--- config.mk ---
export PLATFORM = sky130hd
export DESIGN_NAME = ebr_unit
export DESIGN_NICKNAME = d
export VERILOG_FILES = /design/src/rtl/ebr_pkg.sv /design/src/rtl/ebr_decode.sv /design/src/rtl/ebr_target.sv /design/src/rtl/ebr_cond.sv /design/src/rtl/ebr_fsm.sv /design/src/rtl/ebr_unit.sv
export SDC_FILE = /design/constraint.sdc
export NUM_CORES = 1
export LEC_CHECK = 0
export ABC_AREA = 1
export ABC_CLOCK_PERIOD_IN_PS = 3200
export BUFFER_PORTS_ARGS = -buffer_cell sky130_fd_sc_hd__clkbuf_2
export CORE_UTILIZATION = 35
export DETAILED_ROUTE_END_ITERATION = 16
export GPL_ROUTABILITY_DRIVEN = 0
export PLACE_DENSITY_LB_ADDON = 0.3
export SYNTH_ARGS = -nofsm -noshare
export SYNTH_HDL_FRONTEND = slang
export SYNTH_SLANG_ARGS = --single-unit
--- constraint.sdc ---
create_clock -name clk -period 3.2 [get_ports clk]
set_input_delay 0.64 -clock clk [delete_from_list [all_inputs] [get_ports clk]]
set_output_delay 0.64 -clock clk [all_outputs]
set_load 0.03 [all_outputs]
--- src/rtl/ebr_pkg.sv ---
package ebr_pkg;

    localparam int INSN_W = 32;
    localparam int OPC_HI = 31;
    localparam int OPC_LO = 26;
    localparam int IMM_W  = 16;
    localparam int JTGT_W = 26;

    localparam logic [5:0] OPC_BEQZ = 6'h04;
    localparam logic [5:0] OPC_BNEZ = 6'h05;
    localparam logic [5:0] OPC_JMP  = 6'h02;

    typedef enum logic [1:0] {
        ST_SEQ    = 2'd0,
        ST_SLOT   = 2'd1,
        ST_BUBBLE = 2'd2
    } ebr_state_e;

    typedef enum logic [1:0] {
        CK_NONE = 2'd0,
        CK_BEQZ = 2'd1,
        CK_BNEZ = 2'd2,
        CK_JMP  = 2'd3
    } ctl_kind_e;

endpackage

--- src/rtl/ebr_decode.sv ---
module ebr_decode
    import ebr_pkg::*;
(
    input  logic                        valid,
    input  logic [INSN_W-1:0]           instr,
    output ctl_kind_e                   kind,
    output logic [IMM_W-1:0]            imm16,
    output logic [JTGT_W-1:0]           tgt26
);
    logic [OPC_HI-OPC_LO:0] opc;

    assign opc   = instr[OPC_HI:OPC_LO];
    assign tgt26 = instr[JTGT_W-1:0];
    assign imm16 = tgt26[IMM_W-1:0];

    always_comb begin
        kind = CK_NONE;
        if (valid) begin
            unique case (opc)
                OPC_BEQZ: kind = CK_BEQZ;
                OPC_BNEZ: kind = CK_BNEZ;
                OPC_JMP:  kind = CK_JMP;
                default:  kind = CK_NONE;
            endcase
        end
    end
endmodule

--- src/rtl/ebr_target.sv ---
module ebr_target
    import ebr_pkg::*;
#(
    parameter int PC_W = 32
) (
    input  logic [PC_W-1:0]   base_pc,
    input  logic [IMM_W-1:0]  imm16,
    input  logic [JTGT_W-1:0] tgt26,
    output logic [PC_W-1:0]   br_tgt,
    output logic [PC_W-1:0]   jmp_tgt
);
    localparam int EXT_W  = PC_W - IMM_W - 2;
    localparam int JSPAN  = JTGT_W + 2;

    logic [PC_W-1:0] offset;

    assign offset = {{EXT_W{imm16[IMM_W-1]}}, imm16, 2'b00};
    assign br_tgt = base_pc + offset;

    generate
        if (PC_W > JSPAN) begin : g_region
            assign jmp_tgt = {base_pc[PC_W-1:JSPAN], tgt26, 2'b00};
        end else begin : g_flat
            logic [JSPAN-1:0] full;
            logic             unused_hi;
            assign full      = {tgt26, 2'b00};
            assign jmp_tgt   = full[PC_W-1:0];
            assign unused_hi = ^{full, base_pc};
        end
    endgenerate
endmodule

--- src/rtl/ebr_cond.sv ---
module ebr_cond
    import ebr_pkg::*;
#(
    parameter int XLEN = 32
) (
    input  ctl_kind_e        kind,
    input  logic [XLEN-1:0]  rs_val,
    output logic             take
);
    logic is_zero;

    assign is_zero = (rs_val == '0);

    always_comb begin
        unique case (kind)
            CK_BEQZ: take = is_zero;
            CK_BNEZ: take = !is_zero;
            CK_JMP:  take = 1'b1;
            default: take = 1'b0;
        endcase
    end
endmodule

--- src/rtl/ebr_fsm.sv ---
module ebr_fsm
    import ebr_pkg::*;
(
    input  logic clk,
    input  logic rst_n,
    input  logic want_redirect,
    input  logic delay_mode,
    output logic accept,
    output logic do_flush
);
    ebr_state_e state_q;
    ebr_state_e state_d;

    always_ff @(posedge clk or negedge rst_n) begin
        if (!rst_n) begin
            state_q <= ST_SEQ;
        end else begin
            state_q <= state_d;
        end
    end

    always_comb begin
        state_d = ST_SEQ;
        unique case (state_q)
            ST_SEQ: begin
                if (want_redirect) begin
                    state_d = delay_mode ? ST_SLOT : ST_BUBBLE;
                end
            end
            ST_SLOT:   state_d = ST_SEQ;
            ST_BUBBLE: state_d = ST_SEQ;
            default:   state_d = ST_SEQ;
        endcase
    end

    always_comb begin
        accept   = 1'b0;
        do_flush = 1'b0;
        unique case (state_q)
            ST_SEQ: begin
                accept   = 1'b1;
                do_flush = want_redirect && !delay_mode;
            end
            ST_SLOT:   accept = 1'b0;
            ST_BUBBLE: accept = 1'b0;
            default:   accept = 1'b0;
        endcase
    end
endmodule

--- src/rtl/ebr_unit.sv ---
module ebr_unit
    import ebr_pkg::*;
#(
    parameter int PC_W = 32,
    parameter int XLEN = 32
) (
    input  logic              clk,
    input  logic              rst_n,
    input  logic              policy_delay,
    input  logic              id_valid,
    input  logic [31:0]       id_instr,
    input  logic [XLEN-1:0]   rs_val,
    input  logic [PC_W-1:0]   id_pc_plus4,
    input  logic [PC_W-1:0]   if_pc_plus4,
    output logic [PC_W-1:0]   next_pc,
    output logic              redirect,
    output logic              ifid_flush
);
    ctl_kind_e          kind;
    logic [IMM_W-1:0]   imm16;
    logic [JTGT_W-1:0]  tgt26;
    logic [PC_W-1:0]    br_tgt;
    logic [PC_W-1:0]    jmp_tgt;
    logic               cond_take;
    logic               accept;
    logic               want;
    logic               flush_w;

    ebr_decode u_dec (
        .valid (id_valid),
        .instr (id_instr),
        .kind  (kind),
        .imm16 (imm16),
        .tgt26 (tgt26)
    );

    ebr_target #(.PC_W(PC_W)) u_tgt (
        .base_pc (id_pc_plus4),
        .imm16   (imm16),
        .tgt26   (tgt26),
        .br_tgt  (br_tgt),
        .jmp_tgt (jmp_tgt)
    );

    ebr_cond #(.XLEN(XLEN)) u_cond (
        .kind   (kind),
        .rs_val (rs_val),
        .take   (cond_take)
    );

    assign want = cond_take && accept;

    ebr_fsm u_fsm (
        .clk           (clk),
        .rst_n         (rst_n),
        .want_redirect (want),
        .delay_mode    (policy_delay),
        .accept        (accept),
        .do_flush      (flush_w)
    );

    always_comb begin
        next_pc = if_pc_plus4;
        if (want) begin
            next_pc = (kind == CK_JMP) ? jmp_tgt : br_tgt;
        end
    end

    assign redirect   = want;
    assign ifid_flush = flush_w;
endmodule

==> results.md <==
* Count leader, synth: nand2_1
* Crit start category: input pin
* Core Footprint at 8760 um2
* Adder-Cell Fraction of Synth Area at 12.1%
* Clock sinks at 2
* Number of remaining DRC errors at 0
* Site Rows at 34
* Post-CTS setup buffer count at 0
* Worst r2r src: u_fsm.state_q[1]$_DFF_PN0_
* Post-Synthesis Cell Area at 3170 um2
* CTS tree: done
* Die width at 97.1 um
* Crit. End Element: output pin
* Vias per cell at 4.64
* Dominant synthesized flop cell: dfrtp_1
* Biggest registers after layout: u_fsm.state_q x2
* Critical path arrival at 2.43 ns
* Critical Setup Path Class: in2out
* Gr ovfl total at 0
* Synth top area share at 36.3%
* Net Sw Frac at 52.1%
* DPL Wire Length at 9.01 mm
* Die area at 9440 um2
* Worst r2r path cells at 4
* Vias in the first global route at 3969
* Met3 Usage GRT at 2.59%
* Crit-path max FO at 4
* Area leader, netlist: nand2_1
* Worst slew pin tran at 0.325 ns
* Ys async rst share at 100%
* IO Count at 166
* Crit path to: next_pc[30]
* Diode count at 0
* Worst reg2reg setup slack at 2.13 ns
* Number of synthesized flops with an enable pin at 0
* CTS root buffer: clkbuf_8
* Hold Path Class: in2async
* Syn_area_per_cell at 4.67 um2
* Clock Path Buffers at 2
* WP data required at 2.56 ns
* Vias at 4488
* Pwr Total at 0.000812 W
* Initial antenna violation count at 0
* Worst-Skew Late Latency at 0.21 ns
* P_sw at 0.000423 W
* Fin. Hold Viols at 0
* GRT Total Usage at 21.8%
* Status: complete, no violations
* Drt first pass iters at 4
* Maximum VDD drop at 0.0000683 V
* Final Non-Filler Cells at 968
* Post-synthesis xor/xnor area fraction at 2.76%
* Critical path origin: id_instr[0]
* Gr busiest metal: met2
* Global Route met1 Usage at 27.7%
* Drt wl/cell at 11.0 um
* Yosys warning total at 0
* Combinational family with the most area after synthesis: simple AND/OR/NAND/NOR gates
* Chip height at 97.1 um
* Final setup fails at 0
* Synthesized flop and latch total at 2
* Sequential share of the synthesized area at 1.58%
* Synth cell count leaders: 306 x nand2_1, 102 x inv_1, 94 x nor2_1
* Hold_buf cts at 0
* Worst r2r dst: u_fsm.state_q[1]$_DFF_PN0_
* Mapped Cells at 679
* Placed Cells at 965
* CTS Buf Count at 3
* Fmax achieved at 325 MHz
* Max-slew headroom at 78.3%
* Leak Pwr at 2.93 nW
* Clock share of power at 12.2%
* Compound-Gate Fraction of Synth Area at 6.28%
* Fillers at 999
* Antenna-violating nets left at 0
* First-pass GRT wire length at 17.3 mm
* Final WL at 10.6 mm
* Netlist cell types at 27
* Synth-to-layout area growth at 40.4%
* Worst-path clk slew at 0.03 ns
* Internal at 0.000389 W
* Dominant cells by area after synthesis: nand2_1 36%, inv_1 12%, ha_1 11%
* MaxCap Viol Count at 0
* Final min period at 3.07 ns
* Final cycle utilization of the critical path at 96.0%
* Max FFs per register at 2
* H-tree Lvls at 1
* GR Util met2 at 39.1%
* Drt first-iter violations at 192
* Post-Synth Simple-Gate Area at 61.3%
* Setup TNS at 0 ns
* Most flop-heavy register: u_fsm.state_q
* Max Clock Skew at 0.000821 ns
* Power Dens Cells at 183 nW/um2
* IO Port Bufs at 165
* Fin. max-slew vios at 0
* Mux cell area share after synthesis at 1.58%
* RSZ-0062 raised after global routing: true
* Power share of the combinational group at 84.6%
* Syn_nets at 841
* Post-layout net count at 1024
* Initial Utilization at 36.2%
* Pin count of the biggest net entering global routing at 51
* Share of cells above drive strength 1 at 26.4%
* Flop pwr share at 3.2%
[what timing repair did]
item | 4_1_cts | 5_1_grt
gates resized for setup | 4 | 28
endpoints found under the setup margin | 4 | 19
pin swaps | 1 | 4
[worst min path at each step]
stage	from	end	depth (start not counted)
floorplan	rst_n	u_fsm.state_q[0]$_DFF_PN0_	0
global placement	rst_n	u_fsm.state_q[0]$_DFF_PN0_	1
detailed placement	rst_n	u_fsm.state_q[0]$_DFF_PN0_	1
CTS	rst_n	u_fsm.state_q[0]$_DFF_PN0_	1
global route	rst_n	u_fsm.state_q[1]$_DFF_PN0_	1
finish	rst_n	u_fsm.state_q[0]$_DFF_PN0_	1
[cells in the final DEF (no fill, tap or decap)]
cell type / n
dfrtp_1: 2
nand2_2: 1
ha_1: 18
fa_2: 1
buf_4: 23
o21ai_2: 1
xnor2_1: 6
and2_1: 3
nor2_2: 7
nand3_1: 57
a21oi_1: 20
ha_4: 8
buf_12: 1
nand4_1: 4
buf_6: 1
nand2_1: 305
o21ai_0: 6
inv_1: 102
xor2_1: 4
o21bai_1: 1
nor2_1: 87
nand3_2: 3
mux2i_1: 5
o21ai_1: 9
clkbuf_4: 2
a21o_1: 1
buf_2: 2
ha_2: 3
clkbuf_8: 3
clkbuf_2: 160
nor3_1: 1
nor3b_2: 2
inv_2: 1
or2_2: 8
nand3b_1: 2
[through the flow]
| stage | area [um2] | hold slack (ns) | worst slack [ns] | util (%) |
|---|---|---|---|---|
| global route | 4450 | 0.202 | -0.0270 | 50.8 |
| global placement | 4260 | 0.429 | 0.00391 | 48.6 |
| CTS | 4300 | 0.207 | -0.0180 | 49.1 |
| finish | 4450 | 0.210 | 0.127 | 50.8 |
| floorplan | 3170 | 0.344 | 0.319 | - |
| detailed placement | 4260 | 0.430 | -0.0221 | 48.6 |
[routing by layer]
metal  vias to the layer above  wire (um)
met2                       145       4980
met3                        12        656
met4                         0        151
li1                       2446          -
met1                      1885       4850
met5                         -          0
[layout make-up]
type / instances / area, um2 / area share [%]
Clock buffer: 3 / 41.3 / 0.928
Tap cell: 108 / 135 / 3.04
Inverter: 103 / 387 / 8.69
Timing Repair Buffer: 189 / 1030 / 23.2
Multi-Input combinational cell: 563 / 2810 / 63.1
Sequential cell: 2 / 50.0 / 1.13
[critical path, stage by stage]
cell and delay [ns]:
clkbuf_2 0.09, ha_2 0.20, fa_2 0.35, nand3_1 0.11, nand3_2 0.11, nand3_1 0.09, nand3b_1 0.19, nand2_2 0.15
nand2_1 0.06, nand2_1 0.06, nand3_1 0.06, nand2_1 0.09, nand2_1 0.05, clkbuf_4 0.17
[kinds of logic after synthesis]
logic type,count (synthesis)
buf+inv,114
flops,2
simple gates,480
fa+ha+maj,30
compound gates,38
mux,5
xor+xnor,10
[power by group through the flow]
stage	Combinational (W)	Sequential [W]	Clock, W
2_1_floorplan	0.000420	0.0000260	0
3_3_place_gp	0.000651	0.0000260	0
3_5_place_dp	0.000653	0.0000260	0
4_1_cts	0.000659	0.0000258	0.000103
5_1_grt	0.000775	0.0000258	0.000109
6_report	0.000687	0.0000258	0.0000991
Note: power is estimated with default switching activity, not from simulation.
